File: config.mk
export PLATFORM = sky130hd
export DESIGN_NAME = kbd_scan_reader
export DESIGN_NICKNAME = d
export VERILOG_FILES = /design/src/rtl/kbd_pkg.sv /design/src/rtl/kbd_line_sync.sv /design/src/rtl/kbd_frame_rx.sv /design/src/rtl/kbd_code_seq.sv /design/src/rtl/kbd_scan_reader.sv
export SDC_FILE = /design/constraint.sdc
export NUM_CORES = 1
export LEC_CHECK = 0
export BUFFER_PORTS_ARGS = -buffer_cell sky130_fd_sc_hd__clkbuf_2
export CAP_MARGIN = 20
export CORE_MARGIN = 2
export CORE_UTILIZATION = 56
export CTS_CLUSTER_DIAMETER = 150
export DETAILED_ROUTE_END_ITERATION = 10
export GPL_TIMING_DRIVEN = 0
export MAX_ROUTING_LAYER = met4
export PLACE_DENSITY_LB_ADDON = 0.25
export SLEW_MARGIN = 20
export SYNTH_ARGS = -nofsm -noshare
export SYNTH_HDL_FRONTEND = slang
export SYNTH_HIERARCHICAL = 1
export SYNTH_SLANG_ARGS = --single-unit
File: constraint.sdc
create_clock -name clk_i -period 2.4 [get_ports clk_i]
set_input_delay 0.48 -clock clk_i [delete_from_list [all_inputs] [get_ports clk_i]]
set_output_delay 0.48 -clock clk_i [all_outputs]
set_load 0.02 [all_outputs]
File: src/rtl/kbd_pkg.sv
package kbd_pkg;

  localparam int unsigned KB_FRAME_BITS = 11;
  localparam int unsigned KB_CODE_W     = 8;

  typedef enum logic [1:0] {
    FR_IDLE,
    FR_ARMED,
    FR_LOW,
    FR_HIGH
  } fr_state_e;

  typedef enum logic [1:0] {
    SQ_MAKE,
    SQ_NEXT,
    SQ_REL
  } sq_state_e;

endpackage

File: src/rtl/kbd_line_sync.sv
module kbd_line_sync #(
  parameter int unsigned STAGES = 2
) (
  input  logic clk_i,
  input  logic rst_ni,
  input  logic kclk_i,
  input  logic kdat_i,
  output logic kclk_o,
  output logic kdat_o,
  output logic fall_o,
  output logic rise_o
);

  localparam int unsigned LINES = 2;

  logic [LINES-1:0]             line_in;
  logic [LINES-1:0][STAGES-1:0] pipe_q;
  logic                         clk_last_q;

  assign line_in = {kdat_i, kclk_i};

  // Idle bus level is high, so the pipes reset to ones.
  always_ff @(posedge clk_i or negedge rst_ni) begin
    if (!rst_ni) begin
      pipe_q     <= '1;
      clk_last_q <= 1'b1;
    end else begin
      for (int l = 0; l < int'(LINES); l++) begin
        pipe_q[l] <= {pipe_q[l][STAGES-2:0], line_in[l]};
      end
      clk_last_q <= pipe_q[0][STAGES-1];
    end
  end

  assign kclk_o = pipe_q[0][STAGES-1];
  assign kdat_o = pipe_q[1][STAGES-1];
  assign fall_o = clk_last_q & ~kclk_o;
  assign rise_o = ~clk_last_q & kclk_o;

endmodule

File: src/rtl/kbd_frame_rx.sv
module kbd_frame_rx
  import kbd_pkg::*;
#(
  parameter int unsigned FRAME_BITS = KB_FRAME_BITS,
  parameter int unsigned CODE_W     = KB_CODE_W
) (
  input  logic              clk_i,
  input  logic              rst_ni,
  input  logic              kclk_i,
  input  logic              kdat_i,
  input  logic              fall_i,
  input  logic              rise_i,
  output logic              done_o,
  output logic [CODE_W-1:0] byte_o
);

  localparam int unsigned CNT_W = $clog2(FRAME_BITS + 1);

  fr_state_e             st_q, st_d;
  logic [CNT_W-1:0]      cnt_q, cnt_d;
  logic                  cnt_en;
  logic [FRAME_BITS-1:0] shf_q;
  logic                  shf_en;
  logic                  done_d, done_q;
  logic [CODE_W-1:0]     byte_q;
  logic                  last_bit;
  logic                  frame_unused;

  assign last_bit = (cnt_q == CNT_W'(FRAME_BITS - 1));

  // Next-state logic: one falling then one rising clock edge per bit.
  always_comb begin
    st_d   = st_q;
    cnt_d  = cnt_q;
    cnt_en = 1'b0;
    shf_en = 1'b0;
    done_d = 1'b0;
    case (st_q)
      FR_IDLE: begin
        if (kclk_i && kdat_i) st_d = FR_ARMED;
      end
      FR_ARMED: begin
        if (!kclk_i) begin
          st_d = FR_IDLE;
        end else if (!kdat_i) begin
          st_d   = FR_LOW;
          cnt_en = 1'b1;
          cnt_d  = '0;
        end
      end
      FR_LOW: begin
        if (fall_i) begin
          shf_en = 1'b1;
          st_d   = FR_HIGH;
        end
      end
      FR_HIGH: begin
        if (rise_i) begin
          cnt_en = 1'b1;
          if (last_bit) begin
            cnt_d  = '0;
            done_d = 1'b1;
            st_d   = FR_IDLE;
          end else begin
            cnt_d = cnt_q + 1'b1;
            st_d  = FR_LOW;
          end
        end
      end
      default: st_d = FR_IDLE;
    endcase
  end

  always_ff @(posedge clk_i or negedge rst_ni) begin
    if (!rst_ni) begin
      st_q   <= FR_IDLE;
      cnt_q  <= '0;
      shf_q  <= '0;
      done_q <= 1'b0;
      byte_q <= '0;
    end else begin
      st_q   <= st_d;
      done_q <= done_d;
      if (cnt_en) cnt_q <= cnt_d;
      // Least significant bit arrives first: shift toward bit 0.
      if (shf_en) shf_q <= {kdat_i, shf_q[FRAME_BITS-1:1]};
      if (done_d) byte_q <= shf_q[CODE_W:1];
    end
  end

  // Start, parity and stop positions are carried but not decoded.
  assign frame_unused = ^{shf_q[0], shf_q[FRAME_BITS-1:CODE_W+1]};

  assign done_o = done_q;
  assign byte_o = byte_q;

  // a frame is only reported after a rising keyboard clock edge.
  p_done_on_rise_r3 : assert property (@(posedge clk_i) disable iff (!rst_ni)
    done_q |-> $past(rise_i));

  // the bit counter never passes the frame length.
  p_cnt_range_r3 : assert property (@(posedge clk_i) disable iff (!rst_ni)
    cnt_q < CNT_W'(FRAME_BITS));

  // a completed frame holds a low start bit and a high stop bit.
  p_frame_marks_r3 : assert property (@(posedge clk_i) disable iff (!rst_ni)
    done_d |-> (!shf_q[0] && shf_q[FRAME_BITS-1]));

endmodule

File: src/rtl/kbd_code_seq.sv
module kbd_code_seq
  import kbd_pkg::*;
#(
  parameter int unsigned       CODE_W     = KB_CODE_W,
  parameter logic [CODE_W-1:0] BREAK_CODE = 'hF0
) (
  input  logic              clk_i,
  input  logic              rst_ni,
  input  logic              done_i,
  input  logic [CODE_W-1:0] byte_i,
  output logic [CODE_W-1:0] code1_o,
  output logic [CODE_W-1:0] code2_o,
  output logic [CODE_W-1:0] code3_o,
  output logic              valid_o,
  output logic              release_o
);

  sq_state_e         st_q, st_d;
  logic              wr1, wr2, wr3;
  logic              valid_d, valid_q;
  logic              rel_d, rel_q;
  logic [CODE_W-1:0] code1_q, code2_q, code3_q;
  logic              is_break;

  assign is_break = (byte_i == BREAK_CODE);

  always_comb begin
    st_d    = st_q;
    wr1     = 1'b0;
    wr2     = 1'b0;
    wr3     = 1'b0;
    valid_d = 1'b0;
    rel_d   = 1'b0;
    if (done_i) begin
      case (st_q)
        SQ_MAKE: begin
          wr1     = 1'b1;
          valid_d = 1'b1;
          st_d    = SQ_NEXT;
        end
        SQ_NEXT: begin
          wr2 = 1'b1;
          if (is_break) begin
            st_d = SQ_REL;
          end else begin
            wr1     = 1'b1;
            valid_d = 1'b1;
          end
        end
        SQ_REL: begin
          wr3   = 1'b1;
          rel_d = 1'b1;
          st_d  = SQ_MAKE;
        end
        default: st_d = SQ_MAKE;
      endcase
    end
  end

  always_ff @(posedge clk_i or negedge rst_ni) begin
    if (!rst_ni) begin
      st_q    <= SQ_MAKE;
      valid_q <= 1'b0;
      rel_q   <= 1'b0;
      code1_q <= '0;
      code2_q <= '0;
      code3_q <= '0;
    end else begin
      st_q    <= st_d;
      valid_q <= valid_d;
      rel_q   <= rel_d;
      if (wr1) code1_q <= byte_i;
      if (wr2) code2_q <= byte_i;
      if (wr3) code3_q <= byte_i;
    end
  end

  assign code1_o   = code1_q;
  assign code2_o   = code2_q;
  assign code3_o   = code3_q;
  assign valid_o   = valid_q;
  assign release_o = rel_q;

  // the key-valid strobe lasts a single cycle.
  p_valid_pulse_r5 : assert property (@(posedge clk_i) disable iff (!rst_ni)
    valid_q |=> !valid_q);

  // make and release are never reported together.
  p_strobe_excl_r6 : assert property (@(posedge clk_i) disable iff (!rst_ni)
    !(valid_q && rel_q));

  // a release is only reported once the break prefix was stored.
  p_release_brk_r6 : assert property (@(posedge clk_i) disable iff (!rst_ni)
    rel_q |-> (code2_q == BREAK_CODE));

  // completing a break sequence leaves the make code alone.
  p_release_keeps_make_r6 : assert property (@(posedge clk_i) disable iff (!rst_ni)
    rel_q |-> $stable(code1_q));

endmodule

File: src/rtl/kbd_scan_reader.sv
module kbd_scan_reader
  import kbd_pkg::*;
#(
  parameter int unsigned       SYNC_STAGES = 2,
  parameter int unsigned       FRAME_BITS  = KB_FRAME_BITS,
  parameter int unsigned       CODE_W      = KB_CODE_W,
  parameter logic [CODE_W-1:0] BREAK_CODE  = 'hF0
) (
  input  logic              clk_i,
  input  logic              rst_ni,
  input  logic              kb_clk_i,
  input  logic              kb_dat_i,
  output logic [CODE_W-1:0] make_code_o,
  output logic [CODE_W-1:0] second_code_o,
  output logic [CODE_W-1:0] third_code_o,
  output logic              key_valid_o,
  output logic              key_release_o
);

  logic [1:0]        rst_pipe_q;
  logic              rst_sync_n;
  logic              kclk_s, kdat_s, kfall, krise;
  logic              frame_done;
  logic [CODE_W-1:0] frame_byte;

  // Asserted asynchronously, released on the clock.
  always_ff @(posedge clk_i or negedge rst_ni) begin
    if (!rst_ni) rst_pipe_q <= '0;
    else         rst_pipe_q <= {rst_pipe_q[0], 1'b1};
  end
  assign rst_sync_n = rst_pipe_q[1];

  kbd_line_sync #(
    .STAGES (SYNC_STAGES)
  ) u_sync (
    .clk_i  (clk_i),
    .rst_ni (rst_sync_n),
    .kclk_i (kb_clk_i),
    .kdat_i (kb_dat_i),
    .kclk_o (kclk_s),
    .kdat_o (kdat_s),
    .fall_o (kfall),
    .rise_o (krise)
  );

  kbd_frame_rx #(
    .FRAME_BITS (FRAME_BITS),
    .CODE_W     (CODE_W)
  ) u_rx (
    .clk_i  (clk_i),
    .rst_ni (rst_sync_n),
    .kclk_i (kclk_s),
    .kdat_i (kdat_s),
    .fall_i (kfall),
    .rise_i (krise),
    .done_o (frame_done),
    .byte_o (frame_byte)
  );

  kbd_code_seq #(
    .CODE_W     (CODE_W),
    .BREAK_CODE (BREAK_CODE)
  ) u_seq (
    .clk_i     (clk_i),
    .rst_ni    (rst_sync_n),
    .done_i    (frame_done),
    .byte_i    (frame_byte),
    .code1_o   (make_code_o),
    .code2_o   (second_code_o),
    .code3_o   (third_code_o),
    .valid_o   (key_valid_o),
    .release_o (key_release_o)
  );

endmodule

==> results.yml, run 1 <==
timing:
  rsz0062_at_grt: "no"
  slew_violations: 0
  worstMarginPinSlew_ps: 725
  setup_tns_ps: 0
  layout_min_cycle_time_ps: 1970
  layout_setup_ws_ps: 429
  slew-limit-headroom: 0.517
  fin_hold_ws_ps: 237
  final.period_utilization: 0.821
  final_hold_viol_count: 0
  finalSetupViolations: 0
  setup_skew_after_layout_ps: 8.04
  max_freq_mhz: 507
clocking:
  cts.sinks: 60
  post-cts-setup-buffers: 0
  max-clock-path-buffers: 2
  insertion_delay_ps: 320
  cts.root.buffer_cell: "sky130_fd_sc_hd__clkbuf_8"
  clkTransAtPathRegs_ps: 60
  cts_made_buffers: 9
  cts_tree: "yes"
  cts_htree_levels: 3
placement:
  place.detailed.hpwl_microns: 2720
  io_buffers: 29
  place_inst: 234
  place_congestion: 0.753
  place_ws_ps: 403
  placedInstanceArea_sq_um: 2560
power_and_ir_drop:
  cellLeakagePower_nw: 1.43
  post-layout-total-power_mw: 2.20
  vdd.ir_drop.worst_uv: 533
  power_per_cell_area_nw_per_um2: 797
grt:
  largest_net_degree_at_the_start_of_global_routing: 59
  antenna_found_initial: 0
  grt_first_pass_wirelength_microns: 6320
  globalRoute.totalOverflow: 0
  first_global_vias: 1333
  global_route.usage.total: 0.198
logic_synthesis:
  synth_warnings: 6
  post_synth_instance_area_sq_um: 2350
  netlist_instances: 155
  post_synth_num_cell_types: 35
  synth-seq-cells: 60
  synthesized_netlist_net_count: 161
  post_synth.cell_area_avg_sq_um: 15.1
  synth.yosys.seq_area_share: 0.642
cells_and_area:
  final_util: 0.687
  final_area_sq_um: 2770
  diodes: 0
  synthToLayoutAreaGrowth_pct: 17.9
  final-instance-count-excl-fill: 251
  post_route_cells_drive_above_1_share: 0.473
  final_net_count: 202
routing:
  drt-wirelength-per-cell_microns: 16.0
  drt-pass1-iter-count: 4
  detail_route.vias_per_cell: 5.39
  detail_route.wirelength.met1_microns: 1770
  met2_wirelength_microns: 2070
  detailed_route_iter0_violations: 91
  detail_route.wirelength_microns: 4020
  routed-via-count: 1354
  drc: 0
  top_layer: "met4"
  final_antenna_net_count: 0
  detailroute.wirelength.met3_microns: 145
critical_path:
  cp_max_fo: 10
  r2r_end: "u_seq/code1_o[4]$_DFFE_PN0P_"
  rr_worst_depth: 3
  endpoint: "u_seq/code1_o[4]$_DFFE_PN0P_"
  cp.depth: 3
  worst-endpoint-required_ps: 2610
  critical_path.startpoint_type: "flip-flop"
  reg_to_reg_start: "u_rx/byte_o[1]$_DFFE_PN0P_"
  cp_cell_sequence: "or4_4 > o31ai_4 > mux2_4"
  worst-setup-path-type: "reg -> reg"
  worst_setup_path_end_kind: "flip-flop"
  timing.reg2reg.setup_slack_ps: 430
  critical_path_buffer_and_inverter_count: 0
  crit_path_max_incr_delay_ps: 580
  cpMaxStageDelayCell: "sky130_fd_sc_hd__or4_4"
  cp_data_arrival_time_ps: 2180
  critical-path-top-delay-family: "simple AND/OR/NAND/NOR gates"
  worst_setup_path_startpoint: "u_rx/byte_o[1]$_DFFE_PN0P_"
run:
  maxCapViolCount: 0
die:
  initial_core_util: 0.583
  io_pins: 30
  floorplan.rows: 23
  die_x_microns: 68.7
  coreArea_sq_um: 4030
  die_height_microns: 68.7
  floorplan.die_area_sq_um: 4730
worst_hold_path:
  hold_path_class: "in -> reg"
status:
  result_of_the_run: "finished, final reports clean"
==> worst reg2reg max path, cell delays in order, from the launching register on <==
cell                      delay [ps]
sky130_fd_sc_hd__dfrtp_1         430
sky130_fd_sc_hd__or4_4           580
sky130_fd_sc_hd__o31ai_4         500
sky130_fd_sc_hd__mux2_4          350
==> flip-flops by register name, indices dropped and copies added, names as in the netlist, 2 cells and up <==
register	count
rst_pipe_q	2
u_rx/byte_o	8
u_rx/cnt_q	4
u_rx/shf_q	10
u_rx/st_q	2
u_seq/code1_o	8
u_seq/code2_o	8
u_seq/code3_o	8
u_seq/st_q	2
u_sync/pipe_q	2
==> synthesized netlist by cell type <==
cell                        n  share of area
sky130_fd_sc_hd__nor2_4     1         0.0048
sky130_fd_sc_hd__buf_2      1         0.0021
sky130_fd_sc_hd__and3_1     1         0.0027
sky130_fd_sc_hd__nand3b_1   3         0.0096
sky130_fd_sc_hd__dfrtp_1   55           0.59
sky130_fd_sc_hd__o221ai_1   1         0.0037
sky130_fd_sc_hd__conb_1     1         0.0016
sky130_fd_sc_hd__o211ai_1   1         0.0032
sky130_fd_sc_hd__nand3_1    2         0.0043
sky130_fd_sc_hd__nand2b_1   1         0.0027
sky130_fd_sc_hd__buf_6      1         0.0048
sky130_fd_sc_hd__a21oi_1    2         0.0043
sky130_fd_sc_hd__nor2b_1    5          0.013
sky130_fd_sc_hd__o22ai_1    1         0.0027
sky130_fd_sc_hd__clkbuf_1   1         0.0016
sky130_fd_sc_hd__or4_4      1         0.0048
sky130_fd_sc_hd__dfstp_2    5          0.056
sky130_fd_sc_hd__nand2_1    5         0.0080
sky130_fd_sc_hd__o21ai_1    1         0.0021
sky130_fd_sc_hd__mux2_4     4          0.026
sky130_fd_sc_hd__nand4_1    2         0.0053
sky130_fd_sc_hd__mux2i_1    1         0.0043
sky130_fd_sc_hd__o21ai_0    4         0.0085
sky130_fd_sc_hd__and2_1     1         0.0027
sky130_fd_sc_hd__a21boi_4   1         0.0080
sky130_fd_sc_hd__and2b_2    1         0.0037
sky130_fd_sc_hd__o32ai_1    1         0.0037
sky130_fd_sc_hd__inv_1      8          0.013
sky130_fd_sc_hd__a22o_1     3          0.011
sky130_fd_sc_hd__mux2_2    34           0.16
sky130_fd_sc_hd__ha_1       2          0.011
sky130_fd_sc_hd__and3b_1    1         0.0037
sky130_fd_sc_hd__a22o_2     1         0.0043
sky130_fd_sc_hd__o31ai_4    1         0.0091
sky130_fd_sc_hd__or3b_4     1         0.0048
==> report_power, final <==
group	switching, mW	internal, mW
registers	0.0648	1.08
logic	0.0681	0.0910
clock network	0.362	0.536
==> worst min path at each step <==
stage | start | to | slack [ps] | cells after the start
4_1_cts | kb_dat_i | u_sync/pipe_q[2]$_DFF_PN1_ | 220 | 1
3_5_place_dp | rst_ni | rst_pipe_q[0]$_DFF_PN0_ | 270 | 1
3_3_place_gp | rst_ni | rst_pipe_q[0]$_DFF_PN0_ | 270 | 1
6_report | kb_dat_i | u_sync/pipe_q[2]$_DFF_PN1_ | 240 | 1
5_1_grt | kb_dat_i | u_sync/pipe_q[2]$_DFF_PN1_ | 210 | 1
2_1_floorplan | rst_ni | rst_pipe_q[0]$_DFF_PN0_ | 180 | 0
==> cell usage in the layout (no fill, tap or decap), drive strengths merged <==
master / count
dfrtp: 55
clkbuf: 44
mux2: 38
inv: 8
nand2: 5
nor2b: 5
dfstp: 5
o21ai: 5
a22o: 4
nand3b: 3
nand3: 2
nand4: 2
a21oi: 2
ha: 2
buf: 2
bufinv: 1
clkinv: 1
dlygate4sd3: 1
conb: 1
nor2: 1
or3b: 1
a21boi: 1
and2: 1
o22ai: 1
and3: 1
nand2b: 1
o221ai: 1
and3b: 1
o211ai: 1
mux2i: 1
or4: 1
o31ai: 1
o32ai: 1
and2b: 1
==> area by class of cell <==
class / count / area [sq um]
sequential: 60 / 1510
fill: 290 / 1260
multi-input combinational: 84 / 790
clock buffer: 14 / 163
timing repair buffer: 30 / 155
tap: 50 / 62.6
clock inverter: 2 / 35.0
inverter: 8 / 30.0
buffer: 3 / 20.0
==> metal layers <==
| metal | vias up | track usage |
|---|---|---|
| met5 | - | - |
| met4 | 0 | 0.0809 |
| met3 | 4 | 0.0731 |
| met2 | 32 | 0.313 |
| met1 | 687 | 0.231 |
| li1 | 631 | - |
==> timing repair <==
item	4_1_cts	5_1_grt
gates resized for setup	0	0
hold endpoints to repair	2	0
hold buffers	1	0
==> cell families after synthesis <==
logic type               synth area share
AO/OA/AOI/OAI                      0.0608
other                             0.00160
buffers and inverters              0.0213
multiplexers                        0.193
flip-flops                          0.642
AND/OR/NAND/NOR                    0.0704
adder cells (fa/ha/maj)            0.0107
(Power assumes the default switching activity.)
==> inputs of run 2 (changes only) <==
- ABC_AREA: not set -> 1
- CORE_UTILIZATION: 56 -> 57
- clock period: 2.4 -> 1.9 ns (I/O delays scaled with it)
==> run 2 against run 1 <==
Critical endpoint is now u_rx/st_q[0]$_DFFE_PN0P_. Maximum frequency is 38% higher. Total power is 34% higher. Sequential share of layout area is 3.6 points lower. Routed wire length grew 6.0%. Worst setup slack better by 41 ps. Clock power grew 6.1%. Final cell count up 45%. Sequential power is 31% higher. Critical path type unchanged. Core utilization is 0.70 points lower. Area after synthesis grew 9.6%. Worst hold slack lost 110 ps. First-iteration DRC count rose by 48%.
==> results.yml, run 2 <==
logic_synthesis:
  yosys.cell_count.top_type: "sky130_fd_sc_hd__nand2_1"
  synth_warnings: 6
  ys.flop_type: "sky130_fd_sc_hd__dfrtp_1"
  synth_top_cell_by_area: "sky130_fd_sc_hd__dfrtp_1"
  synth_edf_count: 0
  synthesized_netlist_net_count: 271
  commonest_cells_post_synth: "sky130_fd_sc_hd__nand2_1 (76), sky130_fd_sc_hd__dfrtp_1 (55), sky130_fd_sc_hd__inv_1 (30)"
  synth-seq-cells: 60
  post_synth_instance_area_sq_um: 2570
  synth_top_cell_area_share: 0.535
  synth_async_sr_flop_share: 1.00
  post_synth_num_cell_types: 28
  synthTopCellsByArea: "sky130_fd_sc_hd__dfrtp_1 (54%), sky130_fd_sc_hd__nand2_1 (11%), sky130_fd_sc_hd__o21ai_2 (5.8%)"
  post_synth.cell_area_avg_sq_um: 9.71
  synth.yosys.seq_area_share: 0.586
  netlist_instances: 265
die:
  floorplan.rows: 24
  floorplan.die_area_sq_um: 5070
  initial_core_util: 0.591
  die_x_microns: 71.2
  coreArea_sq_um: 4350
  die_height_microns: 71.2
  io_pins: 30
cells_and_area:
  final_util: 0.680
  diodes: 0
  most_frequent_cells_in_the_layout: "sky130_fd_sc_hd__nand2_1 (76), sky130_fd_sc_hd__dfrtp_1 (54), sky130_fd_sc_hd__inv_1 (30), sky130_fd_sc_hd__clkbuf_2 (29), sky130_fd_sc_hd__nand3_1 (20)"
  register_area_sq_um: 1510
  final_net_count: 312
  commonest_non_fill_non_tap_cell_in_the_layout: "sky130_fd_sc_hd__nand2_1"
  multi_input_area_sq_um: 871
  regMostFlops: "u_rx/shf_q"
  synthToLayoutAreaGrowth_pct: 15.0
  largest_register_ff_count: 10
  post_route_cells_drive_above_1_share: 0.289
  fillers: 349
  final_area_sq_um: 2960
critical_path:
  worst-setup-path-type: "reg -> reg"
  critical-path-top-delay-family: "flip-flops"
  cp_max_fo: 6
  critical_path_buffer_and_inverter_count: 2
  crit_path_max_incr_delay_ps: 570
  cpMaxStageDelayCell: "sky130_fd_sc_hd__dfstp_2"
  cp_data_arrival_time_ps: 1650
  worst_setup_path_end_kind: "flip-flop"
  critical_path.startpoint_type: "flip-flop"
  worst-endpoint-required_ps: 2120
  cp_cell_sequence: "inv_1 > nor2_1 > inv_1 > nand3_1 > nand2_1 > o21bai_1 > nand2_1"
clocking:
  insertion_delay_ps: 330
  cts_tree: "yes"
  cts_htree_levels: 3
  cts.sinks: 60
  cts_made_buffers: 9
  cts.root.buffer_cell: "sky130_fd_sc_hd__clkbuf_8"
  post-cts-setup-buffers: 0
  cts_resized: 0
  holdBufCountCts: 1
  max-clock-path-buffers: 2
  clkTransAtPathRegs_ps: 60
routing:
  detail_route.wirelength_microns: 4260
  detailed_route_iter0_violations: 135
  routed-via-count: 1792
  detail_route.vias_per_cell: 4.94
  drt-wirelength-per-cell_microns: 11.7
  drt-pass1-iter-count: 4
  final_antenna_net_count: 0
  drc: 0
worst_hold_path:
  hold_path_class: "in -> reg"
timing:
  worstMarginPinSlew_ps: 699
  final_hold_viol_count: 0
  layout_min_cycle_time_ps: 1430
  max_freq_mhz: 699
  slew_violations: 0
  rsz0062_at_grt: "no"
  final.period_utilization: 0.753
  setup_skew_after_layout_ps: 3.76
  slew-limit-headroom: 0.534
  finalSetupViolations: 0
grt:
  grt_first_pass_wirelength_microns: 7690
  antenna_found_initial: 0
  largest_net_degree_at_the_start_of_global_routing: 59
  global_route.usage.total: 0.204
  first_global_vias: 1727
  globalRoute.totalOverflow: 0
run:
  maxCapViolCount: 0
placement:
  place.detailed.hpwl_microns: 2980
  place_congestion: 0.813
  io_buffers: 29
  placedInstanceArea_sq_um: 2790
status:
  result_of_the_run: "finished, final reports clean"
power_and_ir_drop:
  power_per_cell_area_nw_per_um2: 1000
  vdd.ir_drop.worst_uv: 629
  post-layout-total-power_mw: 2.96
  cellLeakagePower_nw: 1.55
-- run 2: path summary, 6_finish.rpt --
| check | start | to | slack [ps] | depth (start not counted) |
|---|---|---|---|---|
| worst max-delay path | u_sync/kclk_o$_DFF_PN1_ | u_rx/st_q[0]$_DFFE_PN0P_ | 470 | 7 |
| worst min-delay path | kb_clk_i | u_sync/pipe_q[0]$_DFF_PN1_ | 130 | 1 |
| worst max register to register | u_sync/kclk_o$_DFF_PN1_ | u_rx/st_q[0]$_DFFE_PN0P_ | 470 | 7 |
| worst min register to register | u_sync/pipe_q[0]$_DFF_PN1_ | u_sync/kclk_o$_DFF_PN1_ | 360 | 0 |
| max in group asynchronous | rst_pipe_q[1]$_DFF_PN0_ | u_rx/shf_q[1]$_DFFE_PN0P_ | 1050 | 0 |
| min in group asynchronous | rst_ni | rst_pipe_q[1]$_DFF_PN0_ | 370 | 2 |
-- run 2: per-layer routing --
metal | part of all wire | up-vias | global-route usage
li1 | - | 916 | -
met5 | 0 | - | -
met1 | 0.46 | 829 | 0.245
met4 | 0.025 | 0 | 0.124
met2 | 0.48 | 36 | 0.315
met3 | 0.033 | 11 | 0.0442
-- run 2: per-stage QoR --
step	cells	setup WS [ps]	TNS (ps)	hold slack [ps]
after global routing	363	306	0	118
after detailed placement	346	465	0	170
after floorplan	265	115	0	84.4
final	363	470	0	130
after global placement	346	-509	-26820	167
after CTS	363	458	0	112
-- run 2: layout make-up --
cell class	instances	area share
buffer	6	0.0195
clock buffer	14	0.0516
clock inverter	2	0.00338
inverter	36	0.0461
multi-input combinational	163	0.294
sequential	60	0.511
tap	52	0.0220
timing repair buffer	30	0.0524
-- run 2: cell families (layout without fill, tap and decap cells) --
family / Yosys count / after routing / share of synthesized area
flip-flops: 60 / 60 / 0.586
buffers and inverters: 42 / 88 / 0.0754
XOR/XNOR: 1 / 1 / 0.00341
AND/OR/NAND/NOR: 123 / 123 / 0.228
adder cells (fa/ha/maj): 2 / 2 / 0.00973
other: 1 / 1 / 0.00146
AO/OA/AOI/OAI: 36 / 36 / 0.0958
-- run 2: where the power goes --
| group | leakage [nW] | internal [mW] | switching, mW |
|---|---|---|---|
| combinational | 0.668 | 0.185 | 0.307 |
| sequential | 0.800 | 1.41 | 0.103 |
| clock | 0.0844 | 0.506 | 0.447 |
| total | 1.55 | 2.10 | 0.857 |
==> inputs of run 3 (changes only) <==
- CORE_UTILIZATION: 57 -> 52
- clock period: 1.9 -> 1.3 ns (I/O delays scaled with it)
==> run 3 against run 2 <==
The run now ends with negative setup slack left. Design area rose by 12%. Combinational power is 85% higher. First-iteration DRC count is 27% lower. Flip-flop and latch count did not move. Critical path type unchanged. Largest power group unchanged.
==> results.yml, run 3 (synthesized netlist as in run 2, its figures left out) <==
routing:
  drt-pass1-iter-count: 4
  drc: 0
  detail_route.vias_per_cell: 4.93
  final_antenna_net_count: 0
  detailed_route_iter0_violations: 99
  drt-wirelength-per-cell_microns: 12.5
  detail_route.wirelength_microns: 4930
  routed-via-count: 1947
power_and_ir_drop:
  vdd.ir_drop.worst_uv: 1100
  power_per_cell_area_nw_per_um2: 1500
  cellLeakagePower_nw: 1.67
grt:
  global_route.usage.total: 0.195
  globalRoute.totalOverflow: 0
  grt_first_pass_wirelength_microns: 7560
  first_global_vias: 1666
  largest_net_degree_at_the_start_of_global_routing: 59
  antenna_found_initial: 0
critical_path:
  cpMaxStageDelayCell: "sky130_fd_sc_hd__dfstp_2"
  reg_to_reg_start: "u_sync/clk_last_q$_DFF_PN1_"
  cp_cell_sequence: "inv_1 > nor2_2 > nand3_1 > buf_4 > o21ai_0"
  rr_worst_depth: 5
  r2r_end: "u_rx/shf_q[1]$_DFFE_PN0P_"
  critical_path.startpoint_type: "flip-flop"
  worst_setup_path_end_kind: "flip-flop"
  worst_setup_path_startpoint: "u_sync/clk_last_q$_DFF_PN1_"
  crit_path_max_incr_delay_ps: 560
  cp_data_arrival_time_ps: 1580
  cp_max_fo: 10
  timing.reg2reg.setup_slack_ps: -30
  worst-setup-path-type: "reg -> reg"
  worst-endpoint-required_ps: 1550
timing:
  setup_tns_ps: -28.5
  final_hold_viol_count: 0
  max_freq_mhz: 753
  final.period_utilization: 1.02
  slew-limit-headroom: 0.511
  finalSetupViolations: 1
  layout_min_cycle_time_ps: 1330
  rsz0062_at_grt: "yes"
  slew_violations: 0
  layout_setup_ws_ps: -28.5
  setup_skew_after_layout_ps: 7.01
  worstMarginPinSlew_ps: 734
status:
  result_of_the_run: "finished with violations"
  failing_checks: "negative setup slack"
cells_and_area:
  commonest_non_fill_non_tap_cell_in_the_layout: "sky130_fd_sc_hd__nand2_1"
  fillers: 388
  post_route_cells_drive_above_1_share: 0.396
  regMostFlops: "u_rx/shf_q"
  final_net_count: 329
  diodes: 0
  largest_register_ff_count: 10
  most_frequent_cells_in_the_layout: "sky130_fd_sc_hd__nand2_1 (69), sky130_fd_sc_hd__dfrtp_1 (51), sky130_fd_sc_hd__clkbuf_2 (29), sky130_fd_sc_hd__inv_1 (23), sky130_fd_sc_hd__nand3_1 (19)"
  final_area_sq_um: 3310
  synthToLayoutAreaGrowth_pct: 28.6
clocking:
  cts.sinks: 60
  clkTransAtPathRegs_ps: 60
  cts.root.buffer_cell: "sky130_fd_sc_hd__clkbuf_8"
  insertion_delay_ps: 340
  cts_tree: "yes"
  max-clock-path-buffers: 2
  cts_htree_levels: 3
  cts_made_buffers: 9
placement:
  place.detailed.hpwl_microns: 2970
  placedInstanceArea_sq_um: 2810
  io_buffers: 29
  place_congestion: 0.863
die:
  die_x_microns: 74.3
  floorplan.rows: 25
  initial_core_util: 0.541
  coreArea_sq_um: 4750
  die_height_microns: 74.3
  io_pins: 30
  floorplan.die_area_sq_um: 5530
worst_hold_path:
  hold_path_class: "in -> async"
run:
  maxCapViolCount: 0
==> run 3: changes by cell type in the layout (fill, tap and decap cells not counted), sizes merged <==
cell         previous run  this run
nand2                  82        83
bufinv                  0         2
dlygate4sd3             1         3
nand3                  24        25
clkbuf                 43        42
clkinv                  3         2
clkinvlp                0         1
buf                     6        18
==> run 3: how the worst max path moves through the flow <==
| stage | to | cells past startpoint |
|---|---|---|
| 2_1_floorplan | u_rx/byte_o[6]$_DFFE_PN0P_ | 8 |
| 3_3_place_gp | u_seq/release_o$_DFF_PN0_ | 0 |
| 3_5_place_dp | u_rx/byte_o[6]$_DFFE_PN0P_ | 8 |
| 4_1_cts | u_rx/byte_o[6]$_DFFE_PN0P_ | 8 |
| 5_1_grt | u_rx/shf_q[1]$_DFFE_PN0P_ | 5 |
| 6_report | u_rx/shf_q[1]$_DFFE_PN0P_ | 5 |
==> run 3: layout make-up <==
cell class / instances / area (sq um) / share of cell area
well taps: 67 / 83.8 / 0.0253
inverters: 36 / 136 / 0.0412
clock inverters: 4 / 72.6 / 0.0219
repair buffers: 45 / 303 / 0.0916
clock buffers: 12 / 145 / 0.0439
plain buffers: 6 / 72.6 / 0.0219
multi-input cells: 165 / 978 / 0.296
flip-flops and latches: 60 / 1520 / 0.458
==> run 3: repair_timing <==
| action | 4_1_cts | 5_1_grt |
|---|---|---|
| endpoints found under the hold margin | 4 | 0 |
| pin swaps | 0 | 8 |
| gates resized for setup | 2 | 42 |
| setup buffers | 3 | 9 |
| cloned | 0 | 3 |
| setup endpoints to repair | 11 | 34 |
| hold buffers | 3 | 0 |
==> run 3: where the power goes <==
group          internal (mW)  leakage [nW]  switching [mW]
registers               2.06         0.795           0.158
clock network           1.13         0.107           0.698
logic                  0.374         0.769           0.538
total                   3.57          1.67            1.39
==> run 3: metrics by stage <==
step	total power, mW	setup WS, ps	hold WS, ps	utilization	cells
3_3_place_gp	2.96	-56.2	46.0	0.590	361
6_report	4.96	-28.5	233	0.696	395
5_1_grt	5.24	-74.3	235	0.696	395
2_1_floorplan	2.84	41.0	-35.6	-	265
4_1_cts	4.87	-13.6	219	0.648	383
3_5_place_dp	2.98	-79.7	46.7	0.591	361
==> run 3: per-layer routing <==
layer,GRT usage,wire [microns],part of all wire,up-vias
met4,0.147,127,0.026,0
met1,0.251,2190,0.44,932
met5,-,0,0,-
met2,0.270,2400,0.49,46
li1,-,-,-,959
met3,0.0407,210,0.043,10
==> run 3: worst max-delay path, delay by kind of cell, from the launching register on <==
family                 cells  cell delay (ps)
AOI/OAI and AO/OA          1              180
and+or+nand+nor            2              250
DFF                        1              560
buffers and inverters      2              250
